--- config.mk ---
export PLATFORM = sky130hd
export DESIGN_NAME = slot_framer
export DESIGN_NICKNAME = d
export VERILOG_FILES = /design/src/rtl/framer_pkg.sv /design/src/rtl/framer_ring.sv /design/src/rtl/framer_phase.sv /design/src/rtl/framer_wport.sv /design/src/rtl/slot_framer.sv
export SDC_FILE = /design/constraint.sdc
export NUM_CORES = 1
export LEC_CHECK = 0
export CAP_MARGIN = 30
export CORE_UTILIZATION = 40
export CTS_CLUSTER_DIAMETER = 40
export DETAILED_ROUTE_END_ITERATION = 10
export HOLD_SLACK_MARGIN = 0.02
export SKIP_CTS_REPAIR_TIMING = 1
export SLEW_MARGIN = 20
export SYNTH_ARGS = -nofsm -noshare
export SYNTH_HDL_FRONTEND = slang
export SYNTH_SLANG_ARGS = --single-unit
--- constraint.sdc ---
create_clock -name clk -period 2.05 [get_ports clk]
set_input_delay 0.3075 -clock clk [delete_from_list [all_inputs] [get_ports clk]]
set_output_delay 0.3075 -clock clk [all_outputs]
set_load 0.005 [all_outputs]
--- src/rtl/framer_pkg.sv ---
// Package: shared types for the slot framer.
// Assumes: byte-wide stream and byte-wide write port.
package framer_pkg;

    // Emission phase within one slot
    typedef enum logic [1:0] {
        PH_SEQ_LO = 2'd0,
        PH_SEQ_HI = 2'd1,
        PH_BODY   = 2'd2
    } phase_t;

    localparam int SEQ_W = 16;

endpackage

--- src/rtl/framer_ring.sv ---
// Module: framer_ring
// Keeps the current slot number and the running sequence number.
// Both advance together when a slot completes and restart on reset or disable.
// Assumes: `advance` is a single-cycle pulse.
module framer_ring #(
    parameter int NUM_SLOTS = 4,
    localparam int SLOT_W   = (NUM_SLOTS > 1) ? $clog2(NUM_SLOTS) : 1
) (
    input  logic                       clk,
    input  logic                       rst_n,
    input  logic                       en,
    input  logic                       advance,
    output logic [SLOT_W-1:0]          slot,
    output logic [framer_pkg::SEQ_W-1:0] seq
);

    localparam logic [SLOT_W-1:0] LAST_SLOT = SLOT_W'(NUM_SLOTS - 1);

    // Slot ring position: steps on completion, wraps after the last entry
    always_ff @(posedge clk) begin
        if (!rst_n || !en) begin
            slot <= '0;
        end else if (advance) begin
            if (slot == LAST_SLOT) slot <= '0;
            else                   slot <= slot + 1'b1;
        end
    end

    // Sequence number: one step per completed slot, natural 16-bit wrap
    always_ff @(posedge clk) begin
        if (!rst_n || !en) begin
            seq <= '0;
        end else if (advance) begin
            seq <= seq + 1'b1;
        end
    end

endmodule

--- src/rtl/framer_phase.sv ---
// Module: framer_phase
// Walks one slot: two sequence bytes, then PAYLOAD accepted sample bytes.
// Produces the in-slot offset of the byte emitted this cycle and the handshake.
// Assumes: HDR_GAP + 2 + PAYLOAD fits inside one slot.
module framer_phase #(
    parameter int SLOT_BYTES = 2048,
    parameter int HDR_GAP    = 12,
    parameter int PAYLOAD    = 1498,
    localparam int OFF_W     = $clog2(SLOT_BYTES),
    localparam int PAY_W     = $clog2(PAYLOAD)
) (
    input  logic                    clk,
    input  logic                    rst_n,
    input  logic                    en,
    input  logic                    in_valid,
    output logic                    in_ready,
    output framer_pkg::phase_t      phase,
    output logic                    emit,
    output logic                    last,
    output logic [OFF_W-1:0]        offset
);

    import framer_pkg::*;

    localparam logic [PAY_W-1:0] PAY_LAST = PAY_W'(PAYLOAD - 1);
    localparam logic [OFF_W-1:0] OFF_LO   = OFF_W'(HDR_GAP);
    localparam logic [OFF_W-1:0] OFF_HI   = OFF_W'(HDR_GAP + 1);
    localparam logic [OFF_W-1:0] OFF_BODY = OFF_W'(HDR_GAP + 2);

    logic [PAY_W-1:0] pay_cnt;
    logic             take;

    // Handshake: samples are taken only in the body phase while enabled
    always_comb begin
        in_ready = en && (phase == PH_BODY);
        take     = in_ready && in_valid;
        emit     = en && ((phase != PH_BODY) || in_valid);
        last     = take && (pay_cnt == PAY_LAST);
    end

    // Offset of the byte emitted this cycle
    always_comb begin
        case (phase)
            PH_SEQ_LO: offset = OFF_LO;
            PH_SEQ_HI: offset = OFF_HI;
            default:   offset = OFF_BODY + OFF_W'(pay_cnt);
        endcase
    end

    // Phase sequencer: low counter byte, high counter byte, then payload
    always_ff @(posedge clk) begin
        if (!rst_n || !en) begin
            phase   <= PH_SEQ_LO;
            pay_cnt <= '0;
        end else begin
            case (phase)
                PH_SEQ_LO: phase <= PH_SEQ_HI;
                PH_SEQ_HI: begin
                    phase   <= PH_BODY;
                    pay_cnt <= '0;
                end
                default: begin
                    if (take) begin
                        if (pay_cnt == PAY_LAST) begin
                            phase   <= PH_SEQ_LO;
                            pay_cnt <= '0;
                        end else begin
                            pay_cnt <= pay_cnt + 1'b1;
                        end
                    end
                end
            endcase
        end
    end

endmodule

--- src/rtl/framer_wport.sv ---
// Module: framer_wport
// Registers the write port and the completion pulse so that the pulse
// lines up with the write of the final payload byte.
// Assumes: slot size is a power of two, so the address is a concatenation.
module framer_wport #(
    parameter int SLOT_W = 2,
    parameter int OFF_W  = 11
) (
    input  logic                    clk,
    input  logic                    rst_n,
    input  logic                    emit,
    input  logic                    last,
    input  logic [SLOT_W-1:0]       slot,
    input  logic [OFF_W-1:0]        offset,
    input  logic [7:0]              byte_in,
    output logic                    wr_en,
    output logic [SLOT_W+OFF_W-1:0] wr_addr,
    output logic [7:0]              wr_data,
    output logic                    done,
    output logic [SLOT_W-1:0]       done_slot
);

    // Output register stage; only reset clears it, so accepted bytes always land
    always_ff @(posedge clk) begin
        if (!rst_n) begin
            wr_en     <= 1'b0;
            wr_addr   <= '0;
            wr_data   <= '0;
            done      <= 1'b0;
            done_slot <= '0;
        end else begin
            wr_en     <= emit;
            wr_addr   <= {slot, offset};
            wr_data   <= byte_in;
            done      <= last;
            done_slot <= slot;
        end
    end

endmodule

--- src/rtl/slot_framer.sv ---
// Module: slot_framer (top)
// Lays sample bytes into a ring of slots: reserved header gap, 16-bit
// little-endian sequence number, fixed payload, one-cycle completion pulse.
// Assumes: SLOT_BYTES is a power of two and HDR_GAP+2+PAYLOAD <= SLOT_BYTES.
module slot_framer #(
    parameter int SLOT_BYTES = 2048,
    parameter int HDR_GAP    = 12,
    parameter int PAYLOAD    = 1498,
    parameter int NUM_SLOTS  = 4,
    localparam int SLOT_W    = (NUM_SLOTS > 1) ? $clog2(NUM_SLOTS) : 1,
    localparam int OFF_W     = $clog2(SLOT_BYTES),
    localparam int ADDR_W    = SLOT_W + OFF_W
) (
    input  logic              clk,
    input  logic              rst_n,
    input  logic              en,
    input  logic              in_valid,
    input  logic [7:0]        in_data,
    output logic              in_ready,
    output logic              wr_en,
    output logic [ADDR_W-1:0] wr_addr,
    output logic [7:0]        wr_data,
    output logic              done,
    output logic [SLOT_W-1:0] done_slot
);

    import framer_pkg::*;

    phase_t             phase;
    logic               emit;
    logic               last;
    logic [OFF_W-1:0]   offset;
    logic [SLOT_W-1:0]  slot;
    logic [SEQ_W-1:0]   seq;
    logic [7:0]         byte_sel;

    framer_phase #(
        .SLOT_BYTES (SLOT_BYTES),
        .HDR_GAP    (HDR_GAP),
        .PAYLOAD    (PAYLOAD)
    ) u_phase (
        .clk      (clk),
        .rst_n    (rst_n),
        .en       (en),
        .in_valid (in_valid),
        .in_ready (in_ready),
        .phase    (phase),
        .emit     (emit),
        .last     (last),
        .offset   (offset)
    );

    framer_ring #(
        .NUM_SLOTS (NUM_SLOTS)
    ) u_ring (
        .clk     (clk),
        .rst_n   (rst_n),
        .en      (en),
        .advance (last),
        .slot    (slot),
        .seq     (seq)
    );

    // Byte source select: counter low, counter high, or sample byte
    always_comb begin
        case (phase)
            PH_SEQ_LO: byte_sel = seq[7:0];
            PH_SEQ_HI: byte_sel = seq[15:8];
            default:   byte_sel = in_data;
        endcase
    end

    framer_wport #(
        .SLOT_W (SLOT_W),
        .OFF_W  (OFF_W)
    ) u_wport (
        .clk       (clk),
        .rst_n     (rst_n),
        .emit      (emit),
        .last      (last),
        .slot      (slot),
        .offset    (offset),
        .byte_in   (byte_sel),
        .wr_en     (wr_en),
        .wr_addr   (wr_addr),
        .wr_data   (wr_data),
        .done      (done),
        .done_slot (done_slot)
    );

endmodule

==> qor.yml, run 1 <==
run_status:
  status: "complete, no violations"
placed_design:
  finalWeightedCongestion: 0.833
  dp_cells: 408
  dp_hpwl_um: 4330
  placed_cell_area_um2: 3080
  dp_slack_ns: -0.0550
  port_buffers: 37
floorplan:
  core_um2: 5990
  ios: 38
  initial_core_util_pct: 41.9
  rows: 28
  dieArea_um2: 6600
  fp.dieH_um: 81.2
  chipWidth_um: 81.2
worst_setup_path:
  cp.arrival_ns: 1.64
  crit_path_frequent_cell: "clkdlybuf4s50_1"
  slowest_delay_ns: 0.55
  crit_chain: "clkdlybuf4s50_1 > buf_4 > and3_1 > clkdlybuf4s50_1"
  cp_max_fo: 3
  critPathSlowestCell: "clkdlybuf4s50_1"
  critical_path_class: "in2out"
  cp.required_ns: 1.74
  crit_path_start_kind: "input port"
  endpoint_kind: "output pin"
power:
  power_density_nw_per_um2: 624
  vdd_drop_max_v: 0.000317
  leakagePower_nw: 1.16
  finalPower_mw: 2.01
synth:
  synth_top_cell_area_share_pct: 43.0
  yosys_warnings: 0
  postSynth.asyncResetShare_pct: 0
  synthesis.nets: 308
  synth_xor_area_share_pct: 4.53
  synth_seq_cells: 54
  yosys.area_share.simple_pct: 25.6
  synth_top_family_by_area: "simple AND/OR/NAND/NOR gates"
  synth_cells: 290
  synth_top_cell_by_area: "dfxtp_1"
  synth.area.mux_share_pct: 3.59
  synth_flop_cell: "dfxtp_1"
  yosys-top-cells-area: "dfxtp_1, a21oi_1, nand2_1"
  synth-compound-area-share_pct: 15.1
  syn-cell-area_um2: 2510
  ys_seq_area_share_pct: 43.0
  syn_area_per_cell_um2: 8.66
  synth_cell_types: 43
  synth_adder_area_share_pct: 2.99
  synth_edf_count: 0
route:
  via_count: 2204
  drc_errors: 0
  drt-total-wl_um: 5770
  first_pass_iters: 4
  first_iter_violations: 87
  avgViaCountPerCell: 5.30
  antenna_left: 0
  wl_per_cell_um: 13.9
grt:
  grt_pass1_vias: 2057
  antenna_found_initial: 0
  grt_max_degree: 19
  grt.total_usage_pct: 19.4
  grt_pass1_wl_um: 9690
  grt_overflow: 0
sta:
  max_freq_mhz: 514
  fin_ws_ns: 0.105
  fin_crit_ns: 1.94
  slew_headroom_pct: 66.9
  hold_viol: 0
  slew_violations: 0
  setup_tns_ns: 0
  skew_ns: 0.00883
  setup_viol: 0
  fin_crit_sh_pct: 94.9
  worst_pin_slew_ns: 0.484
  rsz0062_at_grt: "false"
  hold-worst-slack_ns: 0.481
clock_network:
  clock-sinks: 54
  htreeDepth: 2
  path_clk_slew_ns: 0.10
  clockBufferDepth: 2
  clkLatencyLatePin_ns: 0.31
  cts_tree: "yes"
  cts_buffers: 5
  clockRootBuffer: "clkbuf_8"
min_path:
  min_path_type: "reg2reg"
layout:
  design_area_um2: 3220
  instances_no_fill: 416
  final_common_cell: "dfxtp_1"
  syn2layout_area_growth_pct: 28.3
  final_nets: 358
  layout_common_cells: "dfxtp_1, clkdlybuf4s50_1, nand2_1, buf_4, a21oi_1"
  drive_gt1_share_pct: 12.0
  fin_util_pct: 53.8
  diodes: 0
flow_run:
  maxCapViolCount: 0
-- power breakdown --
group	switching (mW)	leakage (nW)	internal [mW]	total, mW
logic	0.0461	0.652	0.0520	0.0980
clock network	0.360	0.0683	0.489	0.849
registers	0.00494	0.436	1.06	1.06
total	0.411	1.16	1.60	2.01
-- sequential cells by signal (all words and copies together) (netlist names) --
| name | flops |
|---|---|
| u_ring.seq | 16 |
| u_phase.pay_cnt | 11 |
| u_wport.wr_addr | 11 |
| u_wport.wr_data | 8 |
| u_phase.phase | 2 |
| u_ring.slot | 2 |
| u_wport.done_slot | 2 |
| u_wport.done | 1 |
| u_wport.wr_en | 1 |
-- layout make-up --
class,count,area (um^2)
inverters,7,26.3
clock buffers,5,68.8
repair buffers,65,581
flip-flops and latches,54,1080
fillers,556,2770
well taps,75,93.8
multi-input cells,207,1300
clock inverters,3,68.8
-- critical path, delay by kind of cell --
family / cells / cell delay (ns)
AND/OR/NAND/NOR: 1 / 0.14
buffers and inverters: 3 / 1.19
-- synthesized netlist by cell type, drive strengths merged (3+ instances only) --
library cell,instances
dfxtp,54
nand2,28
a21oi,23
nor2,18
o21ai,17
and2,12
clkbuf,12
nand3,11
or3,11
buf,10
mux2i,9
xor2,8
inv,7
ha,6
nand4,6
o31ai,6
or4,6
nor3,5
xnor2,5
a31oi,4
a21boi,3
and3,3
nand4b,3
-- logic make-up after synthesis --
kind of cell | count (synthesis)
simple gates | 116
compound gates | 63
flops | 54
buf+inv | 29
xor+xnor | 13
mux | 9
fa+ha+maj | 6
-- final timing paths --
path                            slack, ns  depth (start not counted)                          end                         from
worst min-delay path                 0.48                          2  u_ring.slot[1]$_SDFFE_PP0P_  u_ring.slot[1]$_SDFFE_PP0P_
worst min register to register       0.48                          2  u_ring.slot[1]$_SDFFE_PP0P_  u_ring.slot[1]$_SDFFE_PP0P_
worst max register to register       0.19                          5  u_ring.seq[10]$_SDFFE_PP0P_   u_ring.seq[1]$_SDFFE_PP0P_
worst max-delay path                 0.11                          4                     in_ready                           en
-- layer usage --
layer	GRT usage, %	wire [um]
met1	26.6	2850
met2	30.4	2560
met3	3.82	307
met4	6.43	46
met5	0	0
Note: power is estimated with default switching activity, not from simulation.
==> inputs of run 2 (changes only) <==
==> constraint.sdc (replaced) <==
create_clock -name clk -period 2.05 [get_ports clk]
set_input_delay 0.3075 -clock clk [delete_from_list [all_inputs] [get_ports clk]]
set_output_delay 0.3075 -clock clk [all_outputs]
set_load 0.05 [all_outputs]
==> qor.yml, run 2 (synthesized netlist as in run 1, its figures left out) <==
grt:
  grt_overflow: 0  # unchanged
  antenna_found_initial: 0  # unchanged
  grt_pass1_wl_um: 9740  # +0.42%
  grt_max_degree: 18  # -1
  grt_pass1_vias: 2010  # -2.3%
  grt.total_usage_pct: 19.5  # +0.086 points
sta:
  hold_viol: 0  # unchanged
  setup_tns_ns: 0  # unchanged
  max_freq_mhz: 547  # +6.3%
  slew_headroom_pct: 64.7  # -2.2 points
  fin_crit_sh_pct: 89.3  # -5.6 points
  fin_ws_ns: 0.220  # +0.115 ns
  hold-worst-slack_ns: 0.493  # +0.0120 ns
  rsz0062_at_grt: "false"
  worst_pin_slew_ns: 0.516  # +0.0322 ns
  skew_ns: 0.00818  # -0.000650 ns
  slew_violations: 0  # unchanged
  fin_crit_ns: 1.83  # -0.115 ns
  setup_viol: 0  # unchanged
placed_design:
  finalWeightedCongestion: 0.818  # -1.9%
  dp_slack_ns: -0.0604  # -0.00534 ns
  port_buffers: 37  # unchanged
  dp_cells: 407  # -0.25%
  dp_hpwl_um: 4250  # -1.9%
  placed_cell_area_um2: 3090  # about the same
floorplan:
  chipWidth_um: 81.2  # unchanged
  ios: 38  # unchanged
  rows: 28  # unchanged
  initial_core_util_pct: 41.9  # unchanged
  core_um2: 5990  # unchanged
  fp.dieH_um: 81.2  # unchanged
  dieArea_um2: 6600  # unchanged
layout:
  largest_reg_flops: 16  # unchanged
  final_nets: 357  # -0.28%
  instances_no_fill: 415  # -0.24%
  reg_top3: "u_ring.seq (16), u_phase.pay_cnt (11), u_wport.wr_addr (11)"
  final_common_cell: "dfxtp_1"
  drive_gt1_share_pct: 12.1  # +0.035 points
  fin_util_pct: 53.4  # -0.36 points
  top_register: "u_ring.seq"
  syn2layout_area_growth_pct: 27.4
  diodes: 0  # unchanged
  layout_common_cells: "dfxtp_1, clkdlybuf4s50_1, nand2_1"
  fill_cells: 559  # +0.54%
  design_area_um2: 3200  # -0.66%
route:
  via_count: 2201  # -0.14%
  drc_errors: 0  # unchanged
  avgViaCountPerCell: 5.30  # +0.10%
  first_iter_violations: 121  # +39%
  drt-total-wl_um: 5690  # -1.4%
  wl_per_cell_um: 13.7  # -1.1%
  antenna_left: 0  # unchanged
  first_pass_iters: 4  # unchanged
worst_setup_path:
  cp.required_ns: 2.29  # +0.55 ns
  cp_max_fo: 7  # +4
  endpoint_kind: "register"
  crit_path_start_kind: "input port"
  cp.arrival_ns: 2.07  # +0.43 ns
  critical_path_class: "in2reg"
clock_network:
  path_clk_slew_ns: 0.10  # about the same
  clockBufferDepth: 2  # unchanged
  clkLatencyLatePin_ns: 0.32  # about the same
  cts_tree: "yes"
  htreeDepth: 2  # unchanged
  clock-sinks: 54  # unchanged
  cts_buffers: 5  # unchanged
  clockRootBuffer: "clkbuf_8"
power:
  finalPower_mw: 1.92  # -4.6%
  power_density_nw_per_um2: 599  # -4.0%
  vdd_drop_max_v: 0.000280  # -12%
  leakagePower_nw: 1.14  # -1.5%
flow_run:
  maxCapViolCount: 0  # unchanged
run_status:
  status: "complete, no violations"
min_path:
  min_path_type: "reg2reg"
[run 2: cell types whose count changed in the layout (fill, tap and decap cells not counted), sizes merged]
cell / before / now
clkinvlp: 0 / 2
bufinv: 2 / 1
clkdlybuf4s50: 37 / 36
clkinv: 1 / 0
[run 2: worst max-delay path, cell delays in order]
cell             delay [ns]
clkdlybuf4s50_1        0.56
nand4b_4               0.13
or3_1                  0.48
or4_1                  0.42
a21oi_1                0.17
[run 2: final timing paths]
check                           depth (start not counted)                           to  slack (ns)                            start
worst max register to register                          7   u_ring.seq[7]$_SDFFE_PP0P_        0.22  u_phase.pay_cnt[1]$_SDFFE_PP0P_
worst min-delay path                                    2  u_ring.slot[0]$_SDFFE_PP0P_        0.49      u_ring.slot[0]$_SDFFE_PP0P_
worst max-delay path                                    5   u_ring.seq[7]$_SDFFE_PP0P_        0.22                               en
worst min register to register                          2  u_ring.slot[0]$_SDFFE_PP0P_        0.49      u_ring.slot[0]$_SDFFE_PP0P_
[run 2: metal layers]
layer	vias up	GRT usage (%)	routed length, um
met5	-	0	0
met4	0	6.79	95
met3	9	4.16	254
met2	56	29.7	2380
met1	1008	27.0	2960
li1	1128	-	-
[run 2: cell type report]
type	instances	area, um^2	share of cell area, %
clock inverter	3	45.0	1.41
timing repair buffer	64	583	18.2
multi-input combinational	207	1300	40.7
tap	75	93.8	2.93
inverter	7	26.3	0.821
sequential	54	1080	33.8
clock buffer	5	68.8	2.15
[run 2: power by group]
part | internal (mW) | switching (mW)
Clock | 0.364 | 0.370
Sequential | 1.06 | 0.00446
Combinational | 0.0527 | 0.0684
